--- src/rtl/pllref_pkg.sv ---
package pllref_pkg;

  typedef enum logic [1:0] {
    PD_OFF  = 2'd0,
    PD_RUN  = 2'd1,
    PD_TEST = 2'd2
  } pd_mode_e;

  // ratios below two are not allowed; they fall back to the smallest legal one
  function automatic logic ratio_illegal(input int unsigned r);
    return r < 2;
  endfunction

  function automatic int unsigned eff_ratio(input int unsigned r);
    return ratio_illegal(r) ? 2 : r;
  endfunction

  // test mode takes priority over the tri-state control
  function automatic pd_mode_e decode_mode(input logic tri_s, input logic test);
    if (test)       return PD_TEST;
    else if (tri_s) return PD_OFF;
    else            return PD_RUN;
  endfunction

endpackage

--- src/rtl/refctl_shift.sv ---
module refctl_shift #(
  parameter int SHIFT_W = 18
) (
  input  logic               clk,
  input  logic               rst,
  input  logic               ser_clk,
  input  logic               ser_data,
  input  logic               ser_le,
  output logic [SHIFT_W-1:0] word,
  output logic               latch_pulse
);
  logic               sclk_q;
  logic               le_q;
  logic               sclk_rise;
  logic [SHIFT_W-1:0] shreg;

  assign sclk_rise   = ser_clk & ~sclk_q;
  assign latch_pulse = ser_le & ~le_q;
  assign word        = shreg;

  always_ff @(posedge clk) begin
    if (rst) begin
      sclk_q <= 1'b0;
      le_q   <= 1'b0;
      shreg  <= '0;
    end else begin
      sclk_q <= ser_clk;
      le_q   <= ser_le;
      if (sclk_rise) shreg <= {shreg[SHIFT_W-2:0], ser_data};
    end
  end

  // new bit enters at the bottom
  a_r1_shift_in: assert property (@(posedge clk) disable iff (rst)
    sclk_rise |=> (shreg[0] == $past(ser_data)));

  // older bits move up by one
  a_r1_shift_up: assert property (@(posedge clk) disable iff (rst)
    sclk_rise |=> (shreg[SHIFT_W-1:1] == $past(shreg[SHIFT_W-2:0])));

endmodule

--- src/rtl/refctl_regs.sv ---
module refctl_regs
  import pllref_pkg::*;
#(
  parameter int SHIFT_W = 18,
  parameter int RATIO_W = 10
) (
  input  logic               clk,
  input  logic               rst,
  input  logic               latch_pulse,
  input  logic [SHIFT_W-1:0] word,
  output logic [RATIO_W+3:0] ref_word,
  output logic [SHIFT_W-2:0] div_word,
  output logic               ratio_err,
  output logic [RATIO_W-1:0] ratio_eff
);
  localparam int REF_W   = RATIO_W + 4;
  localparam int TRI_BIT = RATIO_W;
  localparam logic [REF_W-1:0] RST_REF = REF_W'(2) | (REF_W'(1) << TRI_BIT);

  logic             ld_ref;
  logic             ld_div;
  logic [REF_W-1:0] ref_next;

  assign ld_ref   = latch_pulse &  word[0];
  assign ld_div   = latch_pulse & ~word[0];
  assign ref_next = word[REF_W:1];

  always_ff @(posedge clk) begin
    if (rst) begin
      ref_word  <= RST_REF;
      div_word  <= '0;
      ratio_err <= 1'b0;
    end else begin
      if (ld_ref) begin
        ref_word <= ref_next;
        if (ratio_illegal(32'(ref_next[RATIO_W-1:0]))) ratio_err <= 1'b1;
      end
      if (ld_div) div_word <= word[SHIFT_W-1:1];
    end
  end

  assign ratio_eff = RATIO_W'(eff_ratio(32'(ref_word[RATIO_W-1:0])));

  // a divider load leaves the reference word alone
  a_r3_ref_hold: assert property (@(posedge clk) disable iff (rst)
    ld_div |=> $stable(ref_word));

  // a reference load leaves the divider word alone
  a_r2_div_hold: assert property (@(posedge clk) disable iff (rst)
    ld_ref |=> $stable(div_word));

  // the error flag is sticky
  a_r6_err_sticky: assert property (@(posedge clk) disable iff (rst)
    ratio_err |=> ratio_err);

  // the counter never sees a ratio below two
  a_r6_ratio_floor: assert property (@(posedge clk) disable iff (rst)
    ratio_eff >= RATIO_W'(2));

endmodule

--- src/rtl/refctl_refdiv.sv ---
module refctl_refdiv #(
  parameter int RATIO_W = 10
) (
  input  logic               clk,
  input  logic               rst,
  input  logic [RATIO_W-1:0] ratio,
  output logic               ref_pulse
);
  logic [RATIO_W-1:0] cnt;
  logic               term;

  assign term = (cnt == '0);

  // the ratio is only sampled at terminal count
  always_ff @(posedge clk) begin
    if (rst) begin
      cnt       <= RATIO_W'(1);
      ref_pulse <= 1'b0;
    end else if (term) begin
      cnt       <= ratio - 1'b1;
      ref_pulse <= 1'b1;
    end else begin
      cnt       <= cnt - 1'b1;
      ref_pulse <= 1'b0;
    end
  end

  // the output pulse lasts one clock
  a_r5_single_pulse: assert property (@(posedge clk) disable iff (rst)
    ref_pulse |=> !ref_pulse);

  // right after a reload the count starts from the ratio sampled then
  a_r7_reload_value: assert property (@(posedge clk) disable iff (rst)
    term |=> (cnt == $past(ratio) - 1'b1));

endmodule

--- src/rtl/refctl_pd.sv ---
module refctl_pd
  import pllref_pkg::*;
(
  input  logic clk,
  input  logic rst,
  input  logic ref_pulse,
  input  logic fb_pulse,
  input  logic tri_s,
  input  logic pol,
  input  logic test,
  output logic pump_up,
  output logic pump_dn,
  output logic pump_oe
);
  pd_mode_e mode;
  logic     up_q;
  logic     dn_q;
  logic     tst_q;
  logic     up_n;
  logic     dn_n;

  assign mode = decode_mode(tri_s, test);
  assign up_n = up_q | ref_pulse;
  assign dn_n = dn_q | fb_pulse;

  always_ff @(posedge clk) begin
    if (rst || mode != PD_RUN) begin
      up_q <= 1'b0;
      dn_q <= 1'b0;
    end else if (up_n && dn_n) begin
      up_q <= 1'b0;
      dn_q <= 1'b0;
    end else begin
      up_q <= up_n;
      dn_q <= dn_n;
    end
  end

  always_ff @(posedge clk) begin
    if (rst) tst_q <= 1'b0;
    else     tst_q <= pol ? fb_pulse : ref_pulse;
  end

  always_comb begin
    pump_up = 1'b0;
    pump_dn = 1'b0;
    pump_oe = 1'b0;
    case (mode)
      PD_RUN: begin
        pump_oe = 1'b1;
        pump_up = pol ? up_q : dn_q;
        pump_dn = pol ? dn_q : up_q;
      end
      PD_TEST: begin
        pump_oe = 1'b1;
        pump_up = tst_q;
      end
      default: ;
    endcase
  end

  // the detector never holds both requests
  a_r9_exclusive: assert property (@(posedge clk) disable iff (rst)
    !(up_q && dn_q));

  // a pending up request is cleared by the feedback pulse
  a_r9_up_clears: assert property (@(posedge clk) disable iff (rst)
    (up_q && fb_pulse) |=> !up_q);

  // a disabled output drives no request
  a_r8_tri_quiet: assert property (@(posedge clk) disable iff (rst)
    !pump_oe |-> (!pump_up && !pump_dn));

  // test mode drives only the up pin
  a_r11_test_dn_low: assert property (@(posedge clk) disable iff (rst)
    (mode == PD_TEST) |-> (!pump_dn && pump_oe));

endmodule

--- src/rtl/pllref_ctl.sv ---
module pllref_ctl
  import pllref_pkg::*;
#(
  parameter int SHIFT_W = 18,
  parameter int RATIO_W = 10
) (
  input  logic               clk,
  input  logic               rst,
  input  logic               ser_clk,
  input  logic               ser_data,
  input  logic               ser_le,
  input  logic               fb_pulse,
  output logic [RATIO_W+3:0] ref_word,
  output logic [SHIFT_W-2:0] div_word,
  output logic               ratio_err,
  output logic               ref_pulse,
  output logic               pump_up,
  output logic               pump_dn,
  output logic               pump_oe
);
  localparam int TRI_BIT  = RATIO_W;
  localparam int POL_BIT  = RATIO_W + 1;
  localparam int TEST_BIT = RATIO_W + 3;

  logic [SHIFT_W-1:0] word;
  logic               latch_pulse;
  logic [RATIO_W-1:0] ratio_eff;

  refctl_shift #(.SHIFT_W(SHIFT_W)) u_shift (
    .clk         (clk),
    .rst         (rst),
    .ser_clk     (ser_clk),
    .ser_data    (ser_data),
    .ser_le      (ser_le),
    .word        (word),
    .latch_pulse (latch_pulse)
  );

  refctl_regs #(.SHIFT_W(SHIFT_W), .RATIO_W(RATIO_W)) u_regs (
    .clk         (clk),
    .rst         (rst),
    .latch_pulse (latch_pulse),
    .word        (word),
    .ref_word    (ref_word),
    .div_word    (div_word),
    .ratio_err   (ratio_err),
    .ratio_eff   (ratio_eff)
  );

  refctl_refdiv #(.RATIO_W(RATIO_W)) u_refdiv (
    .clk       (clk),
    .rst       (rst),
    .ratio     (ratio_eff),
    .ref_pulse (ref_pulse)
  );

  refctl_pd u_pd (
    .clk       (clk),
    .rst       (rst),
    .ref_pulse (ref_pulse),
    .fb_pulse  (fb_pulse),
    .tri_s     (ref_word[TRI_BIT]),
    .pol       (ref_word[POL_BIT]),
    .test      (ref_word[TEST_BIT]),
    .pump_up   (pump_up),
    .pump_dn   (pump_dn),
    .pump_oe   (pump_oe)
  );

endmodule

--- config.mk ---
export PLATFORM = sky130hd
export DESIGN_NAME = pllref_ctl
export DESIGN_NICKNAME = d
export VERILOG_FILES = /design/src/rtl/pllref_pkg.sv /design/src/rtl/refctl_shift.sv /design/src/rtl/refctl_regs.sv /design/src/rtl/refctl_refdiv.sv /design/src/rtl/refctl_pd.sv /design/src/rtl/pllref_ctl.sv
export SDC_FILE = /design/constraint.sdc
export NUM_CORES = 1
export LEC_CHECK = 0
export BUFFER_PORTS_ARGS = -buffer_cell sky130_fd_sc_hd__buf_2
export CORE_MARGIN = 1
export CORE_UTILIZATION = 50
export CTS_CLUSTER_DIAMETER = 200
export DETAILED_ROUTE_END_ITERATION = 10
export PLACE_DENSITY = 0.75
export SLEW_MARGIN = 20
export SYNTH_ARGS = -nofsm -noshare
export SYNTH_HDL_FRONTEND = slang
export SYNTH_SLANG_ARGS = --single-unit
export TNS_END_PERCENT = 30
--- constraint.sdc ---
create_clock -name clk -period 2.3 [get_ports clk]
set_clock_uncertainty 0.15 [all_clocks]
set_input_delay 0.115 -clock clk [delete_from_list [all_inputs] [get_ports clk]]
set_output_delay 0.115 -clock clk [all_outputs]
set_load 0.01 [all_outputs]
Word level (Yosys, flattened, before mapping)
Cells that the tools add are included.

word-level totals
  register bits = 66
  bits of input ports = 6
  logic and storage cells = 44

cells by class
  add/subtract/negate cells = 2
  magnitude comparators = 2
  equality and inequality tests = 3
  mux-type cells = 11
  bitwise operators = 9
  reduce and logical (&&, ||, !) cells = 6

operators by type and width
  cell                                                                     number
  10-bit by 2-bit < comparator with 1-bit output, second input constant    2
  10-bit two-way mux                                                       2
  10-bit by 1-bit subtractor with 10-bit output, second input constant     2
  10-bit logical NOT                                                       1
  1-bit two-way mux                                                        7
  1-bit AND                                                                4
  2-bit OR reduction                                                       2
  1-bit NOT                                                                3
  2-bit by 1-bit == test with 1-bit output, second input constant          1
  2-bit == test, second input constant                                     1
  2-bit two-way mux                                                        1
  2-bit by 1-bit inequality test with 1-bit output, second input constant  1
  1-bit bitwise OR                                                         2
  1-bit case mux with 2 select lines                                       1
  2-bit AND reduction                                                      1
  1-bit logical AND                                                        1
  1-bit logical OR                                                         1

Longest topological paths before layout
Gate-level depths: netlist of run 1.

  depth after elaboration = 5
  mapped depth = 10
  depth with buffers taken out = 9

Cells and area by module
Synthesis of run 1 repeated with hierarchy kept, for this count alone.

second synthesis, totals
  cells, all modules = 317
  area total of the unflattened synthesis = 2851.5 µm²

by module, submodules not included
  module         instances  cells an instance  area each (µm²)  seq. area each (µm²)
  refctl_regs    1          157                1251.2           640.6
  refctl_shift   1          66                 777.0            400.4
  refctl_refdiv  1          78                 680.7            220.2
  refctl_pd      1          16                 142.6            60.1

Least setup slack after synthesis of run 1
Ideal clock, no wire load.

  path type = reg2reg
  start point = register u_refdiv.cnt[0]
  end point = register u_refdiv.cnt[4]
  setup time = 0.071 ns
  arrival = 2.054 ns
  path slack = 0.025 ns
  stages on the path, launching flop included = 11
  buffers on the path = 1
  cell sequence = dfxtp_1 -> nor4_4 -> and3_1 -> buf_6 -> nand2_1 -> o22ai_1 -> ha_1 -> nand2_1 -> a211oi_1 -> a21oi_1 -> a21oi_1

on the way
  longest elaborated chain between the ends = 2

RTL lines
  element                                                                              line                                      source
  start: declaration                                                                   refctl_refdiv.sv:9                        logic [RATIO_W-1:0] cnt;
  start signal: assignment                                                             refctl_refdiv.sv:20                       cnt <= ratio - 1'b1;
  start signal: assignment                                                             refctl_refdiv.sv:23                       cnt <= cnt - 1'b1;
  10-bit by 1-bit subtractor with 10-bit output or 10-bit logical NOT (tied branches)  refctl_refdiv.sv:23, refctl_refdiv.sv:12
  10-bit two-way mux *                                                                 refctl_refdiv.sv:19                       end else if (term) begin

Every way passes the cells marked *; elsewhere a longest branch is shown, timed or not.
A chain may end at the register's enable or synchronous reset.

Worst setup path after layout of run 1
Same ends and word-level chain as after synthesis.

==> summary.txt, run 1 <==
Power and ir drop
  • Flop pwr share: 0.416
  • Comb power frac: 0.154
  • Pwr per Cell Area: about 910 nW/um2
  • VDD IR max: 0.546 mV
  • Sw Pwr: 0.730 mW
  • Tot Pwr: between 2 and 3 mW
  • Switch share: 0.245
  • Int Pwr: between 2 and 2.5 mW
  • Clock share of power: 0.430
  • LEAKAGE: between 1 and 1.5 nW

Critical path
  • Setup crit end kind: flop
  • Buf/Inv on CP: 0
  • Crit path from: u_refdiv.cnt[0]
  • Worst endpoint data arrival time: around 2.3 ns
  • Crit Path Category: flop to flop
  • Startpoint types: flop
  • CP max FO: 5
  • Crit path max-delay family: simple AND/OR/NAND/NOR gates
  • Crit-path max cell delay: between 0.3 and 0.4 ns
  • Critical Path RT: approximately 2.4 ns
  • Worst r2r src: u_refdiv.cnt[0]
  • Max stage delay cell, worst path: dfxtp_1
  • Critical Path, Cell by Cell: nor4_4 -> and3_2 -> nand2_1 -> o22ai_1 -> ha_2 -> nand2_1 -> a211oi_1 -> a21oi_1 -> a21oi_1

Placed design
  • Dpl hpwl: 4090 um
  • Input/output buffers: just over 40
  • Placer congestion estimate: about 0.84
  • DP Worst Slack: 0.0537 ns
  • Cells after DPL: between 400 and 500
  • Placed Area: 2940 um2

Synth
  • Ys Warns: 0
  • Synth Area in Simple Gates: 0.278
  • Unique cell type count in the Yosys netlist: 44
  • Compound-Gate Fraction of Synth Area: 0.160
  • Mapped Cells: 326
  • Mapped Avg Cell Area: between 8 and 9 um2
  • Synthesized Nets: ~330
  • Post-Synth Adder-Cell Area: 0.00471
  • Seq/Total Area, Yosys: 0.497
  • Number of synthesized flops with an enable pin: 0
  • Main synth FF type: dfxtp_1
  • Post-synthesis mux area share: 0.0113
  • FFs w/ async S/R, synth: 0
  • Synthesized flop and latch total: 66
  • Main combinational cell family by area after synthesis: simple AND/OR/NAND/NOR gates
  • Synthesized area: approximately 2700 um2
  • Post-Synth XOR/XNOR Area: 0.00988

Die
  • Initial Util: 0.521
  • Ports: 42
  • Die X-Extent: approximately 75 um
  • Site Rows: 26
  • Core ar.: 5110 um2
  • Die height: around 75 um
  • DIE AREA: 5610 um2

Global route
  • GRT Util Overall: 0.237
  • Initial antenna violation count: 0
  • Gr ovfl total: 0
  • Vias in the first global route: 2184
  • First-pass GRT wire length: about 10000 um
  • Largest net degree at the start of global routing: 66

Layout
  • Share of cells above drive strength 1: 0.220
  • Area growth syn-to-layout: 23.3%
  • Ant diodes: 0
  • Final instance area: 3280 um2
  • Post-layout util: 0.642
  • Non-Filler Instances: 448
  • Layout Nets: 380

STA
  • Hold slack: roughly 0.094 ns
  • Hold Fails Final Rpt: 0
  • Setup Viol. Count Final: 0
  • Fin crit share: 0.955
  • Worst slew margin: 0.566
  • Max Freq: between 400 and 500 MHz
  • Final Max Tran Viols: 0
  • Tightest Pin Transition: 0.651 ns
  • Total negative slack: 0 ns
  • Final worst setup slack: just over 0.1 ns
  • Fin crit period: about 2.2 ns

Clock network
  • CTS Buffer Depth: 2
  • TritonCTS clock tree: built
  • H-tree levels: 3
  • TritonCTS Sinks: 66
  • Clk slew on worst S/H paths: roughly 0.07 ns
  • Root Driver: clkbuf_8
  • Worst-skew pair later-pin latency: 0.34 ns
  • CTS Buf Count: 9

Drt
  • Initial drt markers: between 80 and 90
  • Vias per cell: approximately 5.3
  • Mean routed wirelength per cell: between 10 and 15 um
  • Final wirelength: approximately 6000 um
  • DR vias: between 2000 and 2500
  • Remaining DRCs: 0
  • Drt first pass iters: 4
  • Number of routed nets with antenna violations: 0

Run status
  • Outcome: completed

Hold path
  • Worst Min Path Start: rst
  • Hold WC Path Type: primary input to flop

Job
  • Max-Cap Viols: 0
[path summary, 6_finish.rpt]
kind	cells past startpoint	endpoint	slack (ns)
hold / removal	3	u_pd.tst_q	0.09
hold reg to reg	2	u_regs.div_word[1]	0.30
setup reg to reg	9	u_refdiv.cnt[4]	0.10
setup / recovery	9	u_refdiv.cnt[4]	0.10
[area by class of cell]
cell class | count | area, um2
inverters | 2 | 7.51
flip-flops and latches | 66 | 1320
repair buffers | 57 | 348
well taps | 70 | 87.6
clock inverters | 5 | 125
multi-input cells | 237 | 1250
fillers | 469 | 1830
clock buffers | 11 | 141
[sequential cells by signal (all words and copies together) (netlist names)]
name and cells:
u_refdiv.cnt 10, u_pd.tst_q 1, u_shift.word 18, u_pd.up_q 1, u_shift.le_q 1, u_shift.sclk_q 1
u_regs.ref_word 14, u_pd.dn_q 1, u_regs.div_word 17, u_refdiv.ref_pulse 1, u_regs.ratio_err 1
[worst register-to-register path: stages (launching register included)]
cell and delay (ns):
dfxtp_1 0.38, nor4_4 0.30, and3_2 0.27, nand2_1 0.07, o22ai_1 0.15, ha_2 0.24, nand2_1 0.09, a211oi_1 0.22
a21oi_1 0.06, a21oi_1 0.18
[cell usage after synthesis (all sizes together), types with 2 or more instances]
| library cell | number | area (um2) |
|---|---|---|
| clkbuf | 13 | 48.8 |
| nor4 | 6 | 67.6 |
| nor2b | 4 | 25.0 |
| nor3b | 3 | 27.5 |
| dfxtp | 66 | 1320 |
| and3 | 3 | 18.8 |
| a21o | 2 | 15.0 |
| o21ai | 2 | 10.0 |
| nand4 | 3 | 18.8 |
| nand3b | 3 | 22.5 |
| nor2 | 15 | 56.3 |
| or3 | 3 | 21.3 |
| xor2 | 2 | 17.5 |
| o22ai | 2 | 18.8 |
| a311oi | 2 | 35.0 |
| nor3 | 4 | 20.0 |
| nand2 | 102 | 383 |
| a21oi | 57 | 285 |
| inv | 2 | 7.51 |
| nand2b | 2 | 12.5 |
| buf | 8 | 48.8 |
| a31oi | 2 | 12.5 |
| mux2i | 3 | 30.0 |
| nand3 | 4 | 20.0 |
[metal layers]
metal | wire, um | track usage | vias to the layer above
met5 | 0 | 0 | -
met4 | 83 | 0.0901 | 0
met3 | 292 | 0.0696 | 10
met2 | 2880 | 0.390 | 58
met1 | 2750 | 0.295 | 1094
li1 | - | - | 1201
[timing repair]
| item | CTS | global route |
|---|---|---|
| resized for setup | 0 | 4 |
| setup endpoints to repair | 0 | 2 |
| hold endpoints to repair | 6 | 0 |
| hold buffers | 4 | 0 |
| setup buffers | 0 | 2 |
[cell families (layout without fill, tap and decap cells)]
logic type      Yosys count  count (layout)
simple gates            157             157
compound gates           73              73
flops                    66              66
buf+inv                  23              75
xor+xnor                  3               3
mux                       3               3
fa+ha+maj                 1               1
[placed cells by master (no fill, tap or decap), types with 3 or more instances in the layout]
cell type      count
a21oi_1           57
buf_2             41
buf_4             11
bufinv_16          4
clkbuf_8          10
dfxtp_1           66
dlygate4sd3_1      4
mux2i_1            3
nand2_1          102
nand3_1            4
nand3b_1           3
nand4_1            3
nor2_1            15
nor2b_1            4
nor3_1             4
nor4_1             3
[power groups by stage]
stage          logic (mW)  registers, mW  clock network (mW)
2_1_floorplan       0.314           1.26                   0
4_1_cts             0.444           1.24                1.30
3_3_place_gp        0.435           1.27                   0
5_1_grt             0.509           1.25                1.35
3_5_place_dp        0.437           1.27                   0
6_report            0.461           1.24                1.28
Note: power is estimated with default switching activity, not from simulation.
==> run 2: changes to the inputs <==
--- a/config.mk
+++ b/config.mk
@@ -10,7 +10,7 @@
 export CORE_UTILIZATION = 50
 export CTS_CLUSTER_DIAMETER = 200
 export DETAILED_ROUTE_END_ITERATION = 10
-export PLACE_DENSITY = 0.75
+export PLACE_DENSITY_LB_ADDON = 0.12
 export SLEW_MARGIN = 20
 export SYNTH_ARGS = -nofsm -noshare
 export SYNTH_HDL_FRONTEND = slang
==> run 2 against run 1 <==
  * Non-clock buffer count decreased by 1
  * Register-to-register slack better by 0.07 ns
  * Final cell count is 0.22% lower
  * Wire length rose by 0.43%
  * Hold slack worse by 0.016 ns
  * Count of clock-buffer cells in the layout is the same
  * Largest cell class unchanged
  * Critical endpoint unchanged
  * Sequential power is essentially flat
  * Flip-flop and latch count did not move
  * First-iteration DRC count grew 46%
  * Power shrank 15%
  * Global-route usage down 0.31 points
==> summary.txt, run 2 (synthesized netlist as in run 1, its figures left out) <==
Die
  • Ports: between 40 and 50
  • Die X-Extent: 74.9 um
  • Die height: 74.9 um
  • Site Rows: 26
  • Initial Util: 0.521
  • DIE AREA: ~5600 um2
  • Core ar.: approximately 5100 um2

STA
  • Fin crit share: 0.926
  • Hold slack: between 0.07 and 0.08 ns
  • Fin crit period: around 2.1 ns
  • Final Max Tran Viols: 0
  • RSZ-0062 raised after global routing: false
  • Hold Fails Final Rpt: 0
  • Max Freq: between 400 and 500 MHz
  • Setup Viol. Count Final: 0
  • Total negative slack: 0 ns
  • Tightest Pin Transition: approximately 0.70 ns
  • Worst slew margin: 0.536

Placed design
  • Input/output buffers: 41
  • Dpl hpwl: approximately 4100 um
  • Placer congestion estimate: 0.877
  • Placed Area: ~2900 um2
  • Cells after DPL: around 430

Critical path
  • Max stage delay cell, worst path: dfxtp_1
  • Crit path max-delay family: simple AND/OR/NAND/NOR gates
  • Crit-path max cell delay: approximately 0.38 ns
  • Buf/Inv on CP: 0
  • Critical Path RT: between 2 and 2.5 ns
  • Reg2reg setup slack: about 0.17 ns
  • Worst r2r src: u_refdiv.cnt[0]
  • Crit Path Category: flop to flop
  • Worst reg2reg path endpoint: u_refdiv.cnt[4]
  • Setup crit end kind: flop
  • R2R depth: 9
  • CP max FO: 5
  • Startpoint types: flop
  • Critical Path, Cell by Cell: nor4_4 -> and3_1 -> nand2_1 -> o22ai_1 -> ha_2 -> nand2_1 -> a211oi_2 -> a21oi_1 -> a21oi_1
  • Worst endpoint data arrival time: 2.24 ns

Hold path
  • Hold WC Path Type: primary input to flop
  • Worst hold path endpoint: u_pd.tst_q
  • Worst Min Path Start: rst
  • WHS Path Cells: 2

Global route
  • Largest net degree at the start of global routing: 30
  • First-pass GRT wire length: 9850 um
  • Initial antenna violation count: 0
  • Vias in the first global route: 2142
  • Gr ovfl total: 0
  • GRT Util Overall: 0.234

Clock network
  • Clk slew on worst S/H paths: roughly 0.070 ns
  • Worst-skew pair later-pin latency: between 0.3 and 0.4 ns
  • H-tree levels: 3
  • CTS Buf Count: 9
  • Setup Buffers After CTS: 0
  • TritonCTS Sinks: 66
  • CTS Buffer Depth: 2
  • Root Driver: clkbuf_8
  • TritonCTS clock tree: built

Drt
  • Mean routed wirelength per cell: roughly 13 um
  • Remaining DRCs: 0
  • Number of routed nets with antenna violations: 0
  • Drt first pass iters: 4
  • DR vias: approximately 2300
  • Vias per cell: about 5.3
  • Final wirelength: about 6000 um
  • Initial drt markers: 120

Job
  • Max-Cap Viols: 0

Layout
  • Number of flip-flops in the largest register: 18
  • Final instance area: about 3200 um2
  • # fillers: 484
  • Commonest cells after routing, fill and taps aside: 102 x nand2_1, 66 x dfxtp_1, 57 x a21oi_1, 41 x buf_2, 15 x nor2_1
  • Non-Filler Instances: around 450
  • Share of cells above drive strength 1: 0.215
  • Ant diodes: 0
  • Layout Nets: between 300 and 400
  • Area growth syn-to-layout: 19.2%
  • Commonest non-fill, non-tap cell in the layout: nand2_1

Power and ir drop
  • Pwr per Cell Area: between 700 and 800 nW/um2
  • Tot Pwr: 2.53 mW
  • LEAKAGE: ~1.2 nW
  • VDD IR max: between 0.4 and 0.5 mV

Run status
  • Outcome: completed
## run 2: changes by cell type in the layout (fill, tap and decap cells not counted), sizes merged
cell	delta
clkinv	+2
buf	-1
bufinv	-4
clkinvlp	+2
## run 2: layout make-up
| type | instances | area [um2] | share of cell area |
|---|---|---|---|
| Timing Repair Buffer | 56 | 328 | 0.103 |
| Tap cell | 70 | 87.6 | 0.0276 |
| Clock inverter | 5 | 30.0 | 0.00947 |
| Inverter | 2 | 7.51 | 0.00237 |
| Sequential cell | 66 | 1320 | 0.417 |
| Clock buffer | 11 | 141 | 0.0446 |
| Multi-Input combinational cell | 237 | 1250 | 0.396 |
## run 2: metrics by stage
stage               utilization  worst slack (ns)
finish                    0.621             0.170
CTS                       0.616             0.156
detailed placement        0.575             0.185
global placement          0.575             0.218
floorplan                     -            0.0251
global route              0.621            0.0387
## run 2: how the worst max path moves through the flow
stage	startpoint	endpoint	slack (ns)	cells past startpoint
after floorplan	u_refdiv.cnt[0]	u_refdiv.cnt[4]	0.03	10
after global placement	u_refdiv.cnt[0]	u_refdiv.cnt[4]	0.22	9
after detailed placement	u_refdiv.cnt[0]	u_refdiv.cnt[4]	0.18	9
after CTS	u_regs.ref_word[3]	u_refdiv.cnt[4]	0.16	8
after global routing	u_refdiv.cnt[1]	u_refdiv.cnt[4]	0.04	9
final	u_refdiv.cnt[0]	u_refdiv.cnt[4]	0.17	9
## run 2: timing repair
| action | in CTS | in global routing |
|---|---|---|
| resized for setup | 0 | 4 |
| endpoints found under the hold margin | 6 | 0 |
| setup endpoints to repair | 0 | 1 |
| hold buffers | 4 | 0 |
## run 2: worst reg2reg max path, cell delays in order, from the launching register on
cell      delay, ns
dfxtp_1        0.38
nor4_4         0.30
and3_1         0.26
nand2_1        0.06
o22ai_1        0.14
ha_2           0.25
nand2_1        0.11
a211oi_2       0.22
a21oi_1        0.06
a21oi_1        0.15
## run 2: power breakdown
part           internal, mW  switching (mW)  leakage, nW  total (mW)
Combinational         0.196           0.247        0.606       0.443
Clock                 0.415           0.432       0.0851       0.846
Sequential             1.19          0.0560        0.534        1.24
## run 2: layer usage
layer  part of all wire  vias up  wire length (um)  GRT usage
met5                  0        -                 0          0
met4              0.018        0               110     0.0943
met3              0.031       11               185     0.0442
met2               0.45       44              2710      0.374
met1               0.50     1092              3020      0.314
li1                   -     1201                 -          -
